[src/rtl/spim_pkg.sv]
package spim_pkg;

   // control word field positions decoded by this engine
   localparam int unsigned POS_MST   = 5;
   localparam int unsigned POS_CPOL  = 6;
   localparam int unsigned POS_CKE   = 8;
   localparam int unsigned POS_SMP   = 9;
   localparam int unsigned POS_WSZ   = 10;
   localparam int unsigned POS_EN    = 15;
   localparam int unsigned POS_HWCS  = 28;

   typedef enum logic [1:0] {
      WSZ_8    = 2'd0,
      WSZ_16   = 2'd1,
      WSZ_32   = 2'd2,
      WSZ_RSVD = 2'd3
   } wsz_e;

   typedef struct packed {
      logic run;        // enable & master & legal word size
      logic cpol;       // idle level of the clock
      logic lead_hold;  // data changes on active->idle edge
      logic late_smp;   // sample at end of bit time
      logic hw_cs;      // hardware chip select requested
      wsz_e wsz;
   } cfg_t;

   function automatic logic [6:0] wsz_bits(wsz_e w);
      case (w)
         WSZ_8:   return 7'd8;
         WSZ_16:  return 7'd16;
         WSZ_32:  return 7'd32;
         default: return 7'd0;
      endcase
   endfunction

endpackage

[src/rtl/spim_cfg_dec.sv]
module spim_cfg_dec
   import spim_pkg::*;
(
   input  logic [31:0] ctrl_word,
   output cfg_t        cfg
);
   wsz_e wsz;
   logic unused_ctrl_bits;

   assign wsz = wsz_e'(ctrl_word[POS_WSZ +: 2]);

   always_comb begin
      cfg.wsz       = wsz;
      cfg.cpol      = ctrl_word[POS_CPOL];
      cfg.lead_hold = ctrl_word[POS_CKE];
      cfg.late_smp  = ctrl_word[POS_SMP];
      cfg.hw_cs     = ctrl_word[POS_HWCS];
      cfg.run       = ctrl_word[POS_EN] & ctrl_word[POS_MST] & (wsz != WSZ_RSVD);
   end

   assign unused_ctrl_bits = ^{ctrl_word[31:29], ctrl_word[27:16],
                               ctrl_word[14:12], ctrl_word[7], ctrl_word[4:0]};
endmodule

[src/rtl/spim_baud_gen.sv]
module spim_baud_gen #(
   parameter int unsigned DIV_W = 9
) (
   input  logic             clk,
   input  logic             rst_n,
   input  logic             active,
   input  logic [DIV_W-1:0] div,
   output logic             tick
);
   logic [DIV_W-1:0] cnt_q;
   logic             at_end;

   assign at_end = (cnt_q == div);
   assign tick   = active & at_end;

   always_ff @(posedge clk or negedge rst_n) begin
      if (!rst_n)
         cnt_q <= '0;
      else if (!active || at_end)
         cnt_q <= '0;
      else
         cnt_q <= cnt_q + 1'b1;
   end
endmodule

[src/rtl/spim_shifter.sv]
module spim_shifter
   import spim_pkg::*;
#(
   parameter int unsigned MAX_WORD = 32
) (
   input  logic                clk,
   input  logic                rst_n,
   input  cfg_t                cfg,
   input  logic                tick,
   input  logic                tx_empty,
   input  logic [MAX_WORD-1:0] tx_data,
   input  logic                miso,
   output logic                busy,
   output logic                tx_pop,
   output logic                rx_push,
   output logic [MAX_WORD-1:0] rx_data,
   output logic                sck,
   output logic                mosi
);
   localparam int unsigned CNT_W = $clog2(MAX_WORD);
   localparam int unsigned LEN_W = CNT_W + 1;

   logic                busy_q;
   logic                phase_q;   // 0: first half of bit, 1: second half
   logic [CNT_W-1:0]    bit_q;
   logic [MAX_WORD-1:0] tx_sr_q;
   logic [MAX_WORD-1:0] rx_sr_q;
   logic [MAX_WORD-1:0] rx_next;
   logic [MAX_WORD-1:0] load_val;
   logic [MAX_WORD-1:0] len_mask;
   logic [LEN_W-1:0]    nbits;
   logic [LEN_W-1:0]    shamt;
   logic                start;
   logic                last_bit;
   logic                word_end;
   logic                sample_now;

   assign nbits      = LEN_W'(wsz_bits(cfg.wsz));
   assign shamt      = LEN_W'(MAX_WORD) - nbits;
   assign load_val   = tx_data << shamt;
   assign len_mask   = {MAX_WORD{1'b1}} >> shamt;
   assign last_bit   = (bit_q == CNT_W'(nbits - 1'b1));
   assign start      = cfg.run & ~busy_q & ~tx_empty;
   assign word_end   = busy_q & tick & phase_q & last_bit;
   assign sample_now = busy_q & tick & (phase_q ? cfg.late_smp : ~cfg.late_smp);
   assign rx_next    = {rx_sr_q[MAX_WORD-2:0], miso};

   assign tx_pop = cfg.run & (start | (word_end & ~tx_empty));
   assign busy   = busy_q;
   assign sck    = busy_q ? (cfg.cpol ^ (cfg.lead_hold ? phase_q : ~phase_q)) : cfg.cpol;
   assign mosi   = busy_q & tx_sr_q[MAX_WORD-1];

   always_ff @(posedge clk or negedge rst_n) begin
      if (!rst_n) begin
         busy_q  <= 1'b0;
         phase_q <= 1'b0;
         bit_q   <= '0;
         tx_sr_q <= '0;
         rx_sr_q <= '0;
         rx_push <= 1'b0;
         rx_data <= '0;
      end else if (!cfg.run) begin
         busy_q  <= 1'b0;
         phase_q <= 1'b0;
         bit_q   <= '0;
         rx_push <= 1'b0;
      end else begin
         rx_push <= 1'b0;
         if (start) begin
            busy_q  <= 1'b1;
            phase_q <= 1'b0;
            bit_q   <= '0;
            tx_sr_q <= load_val;
            rx_sr_q <= '0;
         end else if (busy_q && tick) begin
            if (sample_now)
               rx_sr_q <= rx_next;
            if (!phase_q) begin
               phase_q <= 1'b1;
            end else begin
               phase_q <= 1'b0;
               if (last_bit) begin
                  rx_push <= 1'b1;
                  rx_data <= (cfg.late_smp ? rx_next : rx_sr_q) & len_mask;
                  bit_q   <= '0;
                  if (!tx_empty) begin
                     tx_sr_q <= load_val;
                     rx_sr_q <= '0;
                  end else begin
                     busy_q <= 1'b0;
                  end
               end else begin
                  bit_q   <= bit_q + 1'b1;
                  tx_sr_q <= tx_sr_q << 1;
               end
            end
         end
      end
   end
endmodule

[src/rtl/spim_cs_ctl.sv]
module spim_cs_ctl
   import spim_pkg::*;
#(
   parameter bit HW_CS = 1'b1
) (
   input  cfg_t cfg,
   input  logic busy,
   input  logic tx_empty,
   output logic cs_n
);
   generate
      if (HW_CS) begin : g_hw
         assign cs_n = ~(cfg.hw_cs & cfg.run & (busy | ~tx_empty));
      end else begin : g_none
         logic unused_cs_in;
         assign unused_cs_in = ^{cfg, busy, tx_empty};
         assign cs_n = 1'b1;
      end
   endgenerate
endmodule

[src/rtl/spim_engine.sv]
module spim_engine
   import spim_pkg::*;
#(
   parameter int unsigned MAX_WORD = 32,
   parameter int unsigned DIV_W    = 9,
   parameter bit          HW_CS    = 1'b1
) (
   input  logic                clk,
   input  logic                rst_n,
   input  logic [31:0]         ctrl_word,
   input  logic [DIV_W-1:0]    baud_div,
   input  logic                tx_empty,
   input  logic [MAX_WORD-1:0] tx_data,
   output logic                tx_pop,
   output logic                rx_push,
   output logic [MAX_WORD-1:0] rx_data,
   input  logic                miso,
   output logic                sck,
   output logic                mosi,
   output logic                cs_n
);
   generate
      if (MAX_WORD != 32) begin : g_bad_word
         $error("spim_engine: MAX_WORD must be 32 to hold the widest word");
      end
      if (DIV_W < 1 || DIV_W > 16) begin : g_bad_div
         $error("spim_engine: DIV_W out of range");
      end
   endgenerate

   cfg_t cfg;
   logic tick;
   logic busy;

   spim_cfg_dec u_dec (
      .ctrl_word (ctrl_word),
      .cfg       (cfg)
   );

   spim_baud_gen #(.DIV_W(DIV_W)) u_baud (
      .clk    (clk),
      .rst_n  (rst_n),
      .active (busy),
      .div    (baud_div),
      .tick   (tick)
   );

   spim_shifter #(.MAX_WORD(MAX_WORD)) u_shift (
      .clk      (clk),
      .rst_n    (rst_n),
      .cfg      (cfg),
      .tick     (tick),
      .tx_empty (tx_empty),
      .tx_data  (tx_data),
      .miso     (miso),
      .busy     (busy),
      .tx_pop   (tx_pop),
      .rx_push  (rx_push),
      .rx_data  (rx_data),
      .sck      (sck),
      .mosi     (mosi)
   );

   spim_cs_ctl #(.HW_CS(HW_CS)) u_cs (
      .cfg      (cfg),
      .busy     (busy),
      .tx_empty (tx_empty),
      .cs_n     (cs_n)
   );
endmodule

[config.mk]
export PLATFORM = sky130hd
export DESIGN_NAME = spim_engine
export DESIGN_NICKNAME = d
export VERILOG_FILES = /design/src/rtl/spim_pkg.sv /design/src/rtl/spim_cfg_dec.sv /design/src/rtl/spim_baud_gen.sv /design/src/rtl/spim_shifter.sv /design/src/rtl/spim_cs_ctl.sv /design/src/rtl/spim_engine.sv
export SDC_FILE = /design/constraint.sdc
export NUM_CORES = 1
export LEC_CHECK = 0
export BUFFER_PORTS_ARGS = -buffer_cell sky130_fd_sc_hd__buf_4
export CAP_MARGIN = 20
export CORE_MARGIN = 2
export CORE_UTILIZATION = 35
export CTS_CLUSTER_SIZE = 40
export DETAILED_ROUTE_END_ITERATION = 7
export PLACE_DENSITY = 0.51
export SYNTH_ARGS = -nofsm -noshare
export SYNTH_HDL_FRONTEND = slang
export SYNTH_HIERARCHICAL = 1
export SYNTH_SLANG_ARGS = --single-unit
[constraint.sdc]
create_clock -name clk -period 3.4 [get_ports clk]
set_input_delay 0.17 -clock clk [delete_from_list [all_inputs] [get_ports clk]]
set_output_delay 0.17 -clock clk [all_outputs]
set_load 0.05 [all_outputs]
==> out/results.ini <==
[setup_path]
crit_chain=xnor2_1 -> nand3_2 -> nor4_1 -> buf_4 -> nand2_1 -> or2_2 -> a21oi_2 -> buf_4
reg2reg_slack_ns=0.63
path_common_cell=buf_4
crit_fanout=11
slowest_stage=a21oi_2
worst_setup_path_end_kind=output pin
r2r-start=u_baud/cnt_q[3]
timing.rr.end=u_shift/rx_data[6]
max_stage_delay_ns=0.48
critPathRequiredTime_ns=3.23
crit_arrival_ns=2.88
r2r_cells=7
critPathLaunchType=flip-flop
path_class=flip-flop to output pin

[routing]
routed_wl_um=14280
detail-route-antenna-nets=0
dr.pass1.iters=6
wl_per_cell_um=15.07
num_vias=4629
via_per_inst=4.888
drc=0
drt-initial-drc-count=358

[yosys]
muxShareOfSynthArea_pct=21.72
ys_ff_latch=113
syn_avg_cell_area_um2=10.11
synthFlopType=dfrtp_1
yosysUniqueCellTypes=41
synth_fa_ha_area_share_pct=1.173
synth_area_um2=6399
yosysSeqAreaShare_pct=44.19
synth-simple-area-share_pct=14.41
ys_warn_count=6
netlist_instances=633
synth_compound_area_share_pct=9.894
ys_async_sr_fraction_pct=100.0
synth_edf_count=0
synth_nets=716
yosys.area_share.xor_xnor_pct=3.285
synth_top_family_by_area=multiplexers

[timing]
fmax_ghz=0.3275
finalWorstSetupSlack_ns=0.3463
slew_viol_final=0
tns_ns=0
fin_crit_sh_pct=89.82
rsz0062_at_grt=no
final-setup-viol-count=0
hold_violations=0
worst_slew_pin_slew_ns=0.9994
maxSlewHeadroom_pct=33.37
skew_ns=0.008900
period_needed_ns=3.054

[cells_and_area]
layout_commonest_cell=nand2_1
diodes=0
layout-drive-gt1-share_pct=31.34
syn_to_final_growth_pct=21.98
final_util_pct=43.45
layout_common_cells=150 x nand2_1, 113 x dfrtp_1, 99 x buf_4, 43 x a21oi_1
final_nets=788
finalInstanceArea_um2=7805

[die]
die_w_um=139.2
core_um2=17960
die_h_um=139.2
pin_count=114
dieArea_um2=19380
initial_utilization_pct=35.62
rows=49

[clock_tree]
cts.sinks=113
clk_path_buf_depth=2
htree_levels=4
clock_latency_ns=0.42
cts_tree=built
cts_setup_buffers=0
cts_root_buffer=clkbuf_16
cts.reportedPaths.clkPinSlew_ns=0.05
cts_buffers=17

[power]
power.density_nw_per_um2=507.9
ir_worst_vdd_mv=0.3391
leakage_nw=3.536

[hold_path]
hold_depth=2
hold_path_end=u_shift/busy
min_path_type=primary input to flip-flop
holdCritStartpoint=tx_empty

[global_route]
antenna_found_initial=0
grt_max_degree=66
grt_pass1_vias=4735
grt.overflow.total=0
grt_usage_pct=15.45
grt_pass1_wl_um=24260

[status]
status=completed

[placement]
gp_congestion=0.7597
post-place-ws_ns=0.5970
placed_area_um2=7199
io_buffers=89
hpwl_um=9550

[job]
max-cap-violations=0

-- timing repair --
action                                 4_1_cts  5_1_grt
gates resized for setup                      0        0
endpoints found under the hold margin       54        0
hold buffers                                 2        0
-- power breakdown --
| group | leakage, nW | internal (W) | total (W) | switching [W] |
|---|---|---|---|---|
| Sequential | 1.54 | 0.00150 | 0.00158 | 0.0000791 |
| Clock | 0.278 | 0.00108 | 0.00174 | 0.000654 |
| Combinational | 1.72 | 0.000395 | 0.000652 | 0.000257 |
| Total | 3.54 | 0.00297 | 0.00396 | 0.000989 |
-- synthesized netlist by cell type, types with 3 or more instances --
master / number / area [µm²]
a211oi_1: 15 / 112.6
a21oi_1: 43 / 215.2
and2_1: 4 / 25.02
buf_2: 8 / 40.04
buf_4: 11 / 82.58
buf_6: 5 / 56.30
clkbuf_1: 25 / 93.84
dfrtp_1: 113 / 2828
ha_1: 6 / 75.07
inv_1: 17 / 63.81
mux2_2: 35 / 394.1
mux2_4: 35 / 525.5
mux2i_1: 29 / 290.3
mux4_2: 8 / 180.2
nand2_1: 150 / 563.0
nand3_1: 14 / 70.07
nand4_1: 3 / 18.77
nor2_1: 18 / 67.56
nor2b_1: 15 / 93.84
o21ai_0: 26 / 130.1
o31ai_1: 5 / 37.54
o31ai_2: 3 / 37.54
xnor2_1: 19 / 166.4
xor2_1: 5 / 43.79
-- worst max-delay path, delay by kind of cell (launching register included) --
| kind | cells | cell delay, ns |
|---|---|---|
| AOI/OAI and AO/OA | 1 | 0.48 |
| xor gates and xnor gates | 1 | 0.20 |
| and+or+nand+nor | 4 | 0.86 |
| DFF | 1 | 0.44 |
| buffers and inverters | 2 | 0.50 |
-- per-layer routing --
metal  global-route usage (%)  vias up  wire length [µm]  part of all wire, %
li1                         -     2290                 -                    -
met1                    21.45     2210              6898                   48
met2                    23.52      117              6445                   45
met3                    4.508       12               794                  5.6
met4                    4.625        0               138                 0.97
met5                        0        -                 0                    0
-- registers in the layout, indices dropped and copies added, names as in the netlist --
register         flops
u_shift/rx_data     32
u_shift/rx_sr_q     32
u_shift/tx_sr_q     32
u_baud/cnt_q         9
u_shift/bit_q        5
u_shift/busy         1
u_shift/phase_q      1
u_shift/rx_push      1
-- kinds of logic after synthesis --
group / Yosys count
and+or+nand+nor: 216
xor gates and xnor gates: 24
DFF: 113
adders and majority gates: 6
muxes: 107
buffers and inverters: 67
AOI/OAI and AO/OA: 100
-- final cells by class --
type / instances / area (µm²)
fill: 1716 / 10160
multi-input combinational: 453 / 3238
sequential: 113 / 2828
timing repair buffer: 103 / 803.3
clock buffer: 21 / 480.5
tap: 229 / 286.5
clock inverter: 11 / 105.1
inverter: 17 / 63.81
-- per-stage QoR --
step / total power (W) / hold slack, ns / std cells
after floorplan: 0.002064 / -0.1256 / 633
after global placement: 0.002234 / 0.2587 / 913
after detailed placement: 0.002253 / 0.2702 / 913
after CTS: 0.004018 / 0.02320 / 947
after global routing: 0.004165 / 0.02568 / 947
final: 0.003964 / 0.03199 / 947
-- worst max path at each step --
| stage | startpoint | endpoint | slack [ns] | cells past startpoint |
|---|---|---|---|---|
| global placement | u_baud/cnt_q[3] | u_shift/rx_data[5] | 0.60 | 7 |
| detailed placement | u_baud/cnt_q[2] | u_shift/rx_data[4] | 0.60 | 7 |
| floorplan | u_baud/cnt_q[2] | u_shift/rx_sr_q[0] | 0.82 | 8 |
| global route | u_baud/cnt_q[3] | tx_pop | 0.10 | 8 |
| CTS | u_baud/cnt_q[3] | tx_pop | 0.30 | 8 |
| finish | u_baud/cnt_q[3] | tx_pop | 0.35 | 8 |
No activity file was read; power rests on OpenSTA's default activity.
